<file path="src/rtl/rom_bank_pkg.sv">
package rom_bank_pkg;
  typedef enum logic [1:0] {
    SZ_RSV = 2'b00,
    SZ_8M  = 2'b01,
    SZ_16M = 2'b10,
    SZ_32M = 2'b11
  } size_e;
endpackage

</file>
<file path="src/rtl/rbs_ext_latch.sv">
module rbs_ext_latch #(
  parameter int W = 2
) (
  input  logic         clk_i,
  input  logic         rst_ni,
  input  logic         we_i,
  input  logic [W-1:0] d_i,
  output logic [W-1:0] q_o
);
  always_ff @(posedge clk_i or negedge rst_ni) begin
    if (!rst_ni)   q_o <= '0;
    else if (we_i) q_o <= d_i;
  end
endmodule

</file>
<file path="src/rtl/rbs_sel_mux.sv">
module rbs_sel_mux
  import rom_bank_pkg::*;
#(
  parameter int ADDR_W   = 22,
  parameter int BASE_BIT = 19,
  parameter int SEL_W    = 2
) (
  input  logic [ADDR_W-1:0] addr_i,
  input  logic [SEL_W-1:0]  ext_i,
  input  logic [1:0]        size_i,
  output logic [SEL_W-1:0]  sel_o,
  output logic              sel_ok_o,
  output logic [ADDR_W-1:0] rom_addr_o
);
  // device span grows one bit per size step
  localparam logic [ADDR_W-1:0] MASK_8M  = {ADDR_W{1'b1}} >> (ADDR_W - BASE_BIT);
  localparam logic [ADDR_W-1:0] MASK_16M = {ADDR_W{1'b1}} >> (ADDR_W - BASE_BIT - 1);
  localparam logic [ADDR_W-1:0] MASK_32M = {ADDR_W{1'b1}} >> (ADDR_W - BASE_BIT - 2);

  always_comb begin
    sel_o      = '0;
    sel_ok_o   = 1'b1;
    rom_addr_o = '0;
    unique case (size_e'(size_i))
      SZ_8M: begin
        sel_o      = addr_i[BASE_BIT +: SEL_W];
        rom_addr_o = addr_i & MASK_8M;
      end
      SZ_16M: begin
        sel_o      = addr_i[BASE_BIT+1 +: SEL_W];
        rom_addr_o = addr_i & MASK_16M;
      end
      SZ_32M: begin
        sel_o      = ext_i;
        rom_addr_o = addr_i & MASK_32M;
      end
      default: sel_ok_o = 1'b0;
    endcase
  end
endmodule

</file>
<file path="src/rtl/rbs_dec.sv">
module rbs_dec #(
  parameter int SEL_W = 2,
  localparam int N_SLOT = 1 << SEL_W
) (
  input  logic              en_i,
  input  logic [SEL_W-1:0]  sel_i,
  output logic [N_SLOT-1:0] y_no
);
  for (genvar k = 0; k < N_SLOT; k++) begin : g_slot
    assign y_no[k] = !(en_i && (sel_i == SEL_W'(k)));
  end
endmodule

</file>
<file path="src/rtl/rom_bank_sel.sv">
module rom_bank_sel #(
  parameter int ADDR_W   = 22,
  parameter int BASE_BIT = 19,
  parameter int SEL_W    = 2,
  localparam int N_SLOT  = 1 << SEL_W
) (
  input  logic              clk_i,
  input  logic              rst_ni,
  input  logic              acc_i,
  input  logic [ADDR_W-1:0] addr_i,
  input  logic [1:0]        size_i,
  input  logic              ext_we_i,
  input  logic [SEL_W-1:0]  ext_d_i,
  input  logic              oe_a_ni,
  input  logic              oe_b_ni,
  output logic [N_SLOT-1:0] slot_en_no,
  output logic              rd_n_o,
  output logic [ADDR_W-1:0] rom_addr_o
);
  logic [SEL_W-1:0] ext_q;
  logic [SEL_W-1:0] sel;
  logic             sel_ok;

  rbs_ext_latch #(.W(SEL_W)) u_ext (
    .clk_i (clk_i),
    .rst_ni(rst_ni),
    .we_i  (ext_we_i),
    .d_i   (ext_d_i),
    .q_o   (ext_q)
  );

  rbs_sel_mux #(.ADDR_W(ADDR_W), .BASE_BIT(BASE_BIT), .SEL_W(SEL_W)) u_mux (
    .addr_i    (addr_i),
    .ext_i     (ext_q),
    .size_i    (size_i),
    .sel_o     (sel),
    .sel_ok_o  (sel_ok),
    .rom_addr_o(rom_addr_o)
  );

  rbs_dec #(.SEL_W(SEL_W)) u_dec (
    .en_i (acc_i && sel_ok),
    .sel_i(sel),
    .y_no (slot_en_no)
  );

  // active-low AND: either request pulls the strobe low
  assign rd_n_o = oe_a_ni & oe_b_ni;
endmodule

</file>
<file path="config.mk">
export PLATFORM = sky130hd
export DESIGN_NAME = rom_bank_sel
export DESIGN_NICKNAME = d
export VERILOG_FILES = /design/src/rtl/rom_bank_pkg.sv /design/src/rtl/rbs_ext_latch.sv /design/src/rtl/rbs_sel_mux.sv /design/src/rtl/rbs_dec.sv /design/src/rtl/rom_bank_sel.sv
export SDC_FILE = /design/constraint.sdc
export NUM_CORES = 1
export LEC_CHECK = 0
export BUFFER_PORTS_ARGS = -buffer_cell sky130_fd_sc_hd__buf_2
export CORE_MARGIN = 2
export CORE_UTILIZATION = 31
export CTS_CLUSTER_DIAMETER = 60
export DETAILED_ROUTE_END_ITERATION = 10
export HOLD_SLACK_MARGIN = 0.05
export PLACE_DENSITY_LB_ADDON = 0.05
export SLEW_MARGIN = 20
export SYNTH_ARGS = -nofsm -noshare
export SYNTH_HDL_FRONTEND = slang
export SYNTH_HIERARCHICAL = 1
export SYNTH_SLANG_ARGS = --single-unit
</file>
<file path="constraint.sdc">
create_clock -name clk_i -period 2.2 [get_ports clk_i]
set_input_delay 0.22 -clock clk_i [delete_from_list [all_inputs] [get_ports clk_i]]
set_output_delay 0.22 -clock clk_i [all_outputs]
set_load 0.01 [all_outputs]
</file>
==> results of run 1 <==
## Yosys cell counts (all sizes together)
cell type,instances,share of area (%)
buf,4,9.0
or3b,1,2.1
nor2,1,2.7
and2,3,4.8
nand3b,2,3.6
a21oi,2,2.4
inv,1,0.90
nor2b,19,45
mux2i,3,7.2
nand2,1,0.90
nand3,1,1.2
mux2,2,5.4
conb,1,0.90
and3,1,1.8
dfrtp,2,12
## layer usage
metal,vias up,global-route usage [%],wire (um)
li1,257,-,-
met4,0,7.50,0
met1,206,14.2,441
met5,-,0,0
met3,0,1.67,173
met2,35,19.0,521
## cell type report
class / instances / area [um^2] / share of cell area (%)
Multi-Input combinational cell: 37 / 324 / 44.9
Clock buffer: 3 / 22.5 / 3.12
Timing Repair Buffer: 59 / 303 / 41.9
Tap cell: 15 / 18.8 / 2.60
Inverter: 1 / 3.75 / 0.520
Sequential cell: 2 / 50.0 / 6.93
## where the power goes
part | leakage (nW) | total, mW | switching [mW] | internal, mW
sequential | 0.0234 | 0.0426 | 0.00186 | 0.0408
combinational | 0.383 | 0.130 | 0.0585 | 0.0716
clock | 0.0138 | 0.0827 | 0.0224 | 0.0603
## kinds of logic after synthesis
logic type             Yosys count  synth area share (%)
and+or+nand+nor                 29                  62.0
muxes                            5                  12.7
buffers and inverters            5                  9.94
AOI/OAI and AO/OA                2                  2.41
DFF                              2                  12.0
other                            1                 0.903
## through the flow
stage          setup WS (ps)  util, %  power (mW)
3_5_place_dp             747     54.3       0.173
6_report                 605     56.9       0.255
4_1_cts                  593     56.9       0.264
2_1_floorplan            865        -       0.120
3_3_place_gp             763     54.3       0.173
5_1_grt                  517     56.9       0.277
## how the worst max path moves through the flow
stage | startpoint | end | cells past startpoint
after floorplan | size_i[0] | slot_en_no[0] | 6
after global placement | size_i[0] | slot_en_no[0] | 5
after detailed placement | size_i[0] | slot_en_no[0] | 5
after CTS | u_ext/q_o[0] | slot_en_no[0] | 4
after global routing | u_ext/q_o[0] | slot_en_no[0] | 4
final | u_ext/q_o[0] | slot_en_no[0] | 4
## timing repair
item,in CTS,in global routing
hold buffers,1,0
setup endpoints to repair,0,0
endpoints found under the hold margin,2,0
==> results_dict.tcl, run 1 <==
set metrics [dict create \
    grt_util_all_layers_pct 11.8 \
    drtIter0Drc 1 \
    r2r-end "u_ext/q_o[0]" \
    cts_buffers 3 \
    route.vias.total 498 \
    startpoint_type "flip-flop" \
    insertion_delay_ps 220 \
    maxCapViolCount 0 \
    largest_reg_flops 2 \
    detail_route.wl_per_cell_um 9.72 \
    min_to "u_ext/q_o[1]" \
    rsz0062_at_grt "no" \
    gp_congestion 0.617 \
    tritoncts "built" \
    fillers 137 \
    yosysSeqAreaShare_pct 12.0 \
    fin_area_um2 722 \
    diodes 0 \
    synth_warnings 6 \
    maxSlewViolCount 0 \
    drt_wl_total_um 1140 \
    fmax_ghz 0.627 \
    fin_worst_skew_ps 0 \
    r2r_slack_ps 1460 \
    critPathSlowestCell "or3b_1" \
    crit_buf_inv 1 \
    core_area_um2 1270 \
    place_area_um2 689 \
    hpwl_um 962 \
    ios 59 \
    crit_top_cell "mux2i_1" \
    peakVddDrop_mv 0.311 \
    fin_nets 136 \
    ys_ff_latch 2 \
    grt_pass1_vias 346 \
    status "completed" \
    clk_pin_slew_ps 30 \
    finalSetupTns_ps 0 \
    port_buffers 57 \
    die-width_um 40.6 \
    fin_crit_sh_pct 72.5 \
    area_growth_pct 73.8 \
    crit_family "simple AND/OR/NAND/NOR gates" \
    cp_cell_sequence "mux2i_1, mux2i_1, or3b_1, buf_2" \
    syn_nets 76 \
    ff2ff_path_depth 1 \
    ant_nets 0 \
    syn_avg_cell_area_um2 9.44 \
    syn_area_um2 415 \
    required_ps 1980 \
    rows 13 \
    min_from "ext_d_i[1]" \
    h-tree-depth 1 \
    power.leakage_nw 0.420 \
    largest-register "u_ext/q_o" \
    worstSetupEndpointType "output port" \
    path_max_fanout 4 \
    reg_top3 "u_ext/q_o x2" \
    cp_data_arrival_time_ps 1370 \
    final_cell_mix "buf_2 (57), nor2b_2 (15), nor2b_4 (4)" \
    final_cells 117 \
    die-area_um2 1650 \
    start_util_pct 32.7 \
    worstHoldPathCells 2 \
    antenna_found_initial 0 \
    p_per_area_nw_per_um2 354 \
    grt_pass1_wl_um 1280 \
    path_class "flip-flop to output port" \
    grt_overflow 0 \
    period_needed_ps 1590 \
    fin_worst_hold_slack_ps 227 \
    grt_max_degree 17 \
    drive_above_1_share_pct 83.3 \
    syn_inst 44 \
    final_common_cell "buf_2" \
    synth_cell_types 18 \
    drt_first_pass_iters 4 \
    die_h_um 40.6 \
    ctsResizeCount 0 \
    hp-class "input pin to flip-flop" \
    r2r-start "u_ext/q_o[0]" \
    placed_cells 113 \
    viasPerCell 4.26 \
    crit_path_max_incr_delay_ps 380 \
    hold_viol 0 \
    post_cts_buffers 0 \
    setup_violations 0 \
    cts.sinks 2 \
    clock_path_buffers 2 \
    cts_root_buf "clkbuf_4" \
    route.detailed.drc 0 \
]
(Power assumes the default switching activity.)
==> run 2, diff against run 1 <==
- CORE_UTILIZATION: 31 -> 29
- clock period: 2.2 -> 1.61 ns (I/O delays scaled with it)
==> run 2 against run 1 <==
Total power up 35%. Global-route usage up 0.12 points. Count of clock-buffer cells in the layout unchanged. Cell area unchanged. Sequential power up 36%. Highest routed layer unchanged.
==> results_dict.tcl, run 2 (synthesis gave the netlist of run 1 again) <==
set metrics [dict create \
    finalSetupTns_ps 0 \
    p_switching_mw 0.110 \
    grt.met3_usage_pct 2.61 \
    tritoncts "built" \
    drt_first_pass_iters 2 \
    die_h_um 41.8 \
    cts.sinks 2 \
    required_ps 1450 \
    detail_route.wl_per_cell_um 9.60 \
    peakVddDrop_mv 0.415 \
    grt_util_all_layers_pct 11.9 \
    path_class "flip-flop to output port" \
    path_max_fanout 4 \
    hold_viol 0 \
    fin_crit_sh_pct 95.4 \
    place_area_um2 689 \
    port_buffers 57 \
    setup_violations 0 \
    route.vias.total 480 \
    viasPerCell 4.10 \
    final_common_cell "buf_2" \
    status "completed" \
    startpoint_type "flip-flop" \
    grt_max_degree 20 \
    fin_area_um2 722 \
    fin_nets 136 \
    cts_buffers 3 \
    gp_congestion 0.658 \
    ios 59 \
    fmax_ghz 0.651 \
    fin_worst_skew_ps 0 \
    drt_wl_total_um 1120 \
    grt_overflow 0 \
    clock_path_buffers 2 \
    clk_pin_slew_ps 30 \
    start_util_pct 31.5 \
    p_per_area_nw_per_um2 478 \
    setup_ws_ps 74.7 \
    drtIter0Drc 3 \
    worstSetupEndpointType "output port" \
    period_needed_ps 1540 \
    fillers 139 \
    die-area_um2 1750 \
    cp_data_arrival_time_ps 1370 \
    h-tree-depth 1 \
    grt_pass1_wl_um 1650 \
    met2_usage_pct 20.0 \
    die-width_um 41.8 \
    area_growth_pct 73.8 \
    placed_cells 113 \
    drive_above_1_share_pct 83.3 \
    diodes 0 \
    fin_worst_hold_slack_ps 176 \
    top_usage_layer "met2" \
    p_seq_share_pct 16.8 \
    p_clk_share_pct 31.8 \
    maxSlewViolCount 0 \
    hp-class "input pin to flip-flop" \
    power.leakage_nw 0.420 \
    cts_root_buf "clkbuf_4" \
    final_cell_mix "buf_2 (57), nor2b_2 (15), nor2b_4 (4)" \
    grt_util_met1_pct 14.0 \
    final_cells 117 \
    largest-register "u_ext/q_o" \
    power.internal_mw 0.236 \
    insertion_delay_ps 220 \
    rows 13 \
    antenna_found_initial 0 \
    reg_top3 "u_ext/q_o x2" \
    hpwl_um 898 \
    largest_reg_flops 2 \
    route.detailed.drc 0 \
    total_power_mw 0.345 \
    maxCapViolCount 0 \
    p_sw_share_pct 31.7 \
    post-route-util_pct 54.8 \
    dp_worst_setup_slack_ps 272 \
    rsz0062_at_grt "no" \
    core_area_um2 1320 \
    post_cts_buffers 0 \
    grt_pass1_vias 408 \
    p_comb_share_pct 51.4 \
    ant_nets 0 \
]
==> run 2: layer usage <==
metal | part of all wire [%] | vias to the layer above
met5 | 0 | -
met4 | 0 | 0
met3 | 12 | 0
met2 | 49 | 32
met1 | 39 | 193
li1 | - | 255
==> run 2: power groups by stage <==
stage | logic, mW | registers [mW] | clock network [mW]
floorplan | 0.106 | 0.0580 | 0
global placement | 0.176 | 0.0588 | 0
detailed placement | 0.177 | 0.0587 | 0
CTS | 0.180 | 0.0581 | 0.118
global route | 0.194 | 0.0590 | 0.121
finish | 0.178 | 0.0581 | 0.110
==> run 2: worst paths after layout <==
kind,startpoint,endpoint,slack (ps),cells past startpoint
max in group asynchronous,rst_ni,u_ext/q_o[1],1240,2
worst max-delay path,u_ext/q_o[0],slot_en_no[0],70,4
worst max register to register,u_ext/q_o[1],u_ext/q_o[1],870,1
worst min register to register,u_ext/q_o[0],u_ext/q_o[0],510,1
min in group asynchronous,rst_ni,u_ext/q_o[0],280,2
worst min-delay path,ext_d_i[1],u_ext/q_o[1],180,2
==> run 2: worst max-delay path: stages, from the launching register on <==
cell and delay, ps:
dfrtp_1 360, mux2i_1 130, mux2i_1 130, or3b_1 390, buf_2 150
==> run 2: final cells by class <==
class,instances,area (um^2),share of cell area (%)
Timing Repair Buffer,59,303,41.9
Sequential cell,2,50.0,6.93
Tap cell,15,18.8,2.60
Clock buffer,3,22.5,3.12
Inverter,1,3.75,0.520
Multi-Input combinational cell,37,324,44.9
==> run 2: timing repair <==
item | in CTS | in global routing
resized for setup | 0 | 0
hold endpoints to repair | 2 | 0
hold buffers | 1 | 0
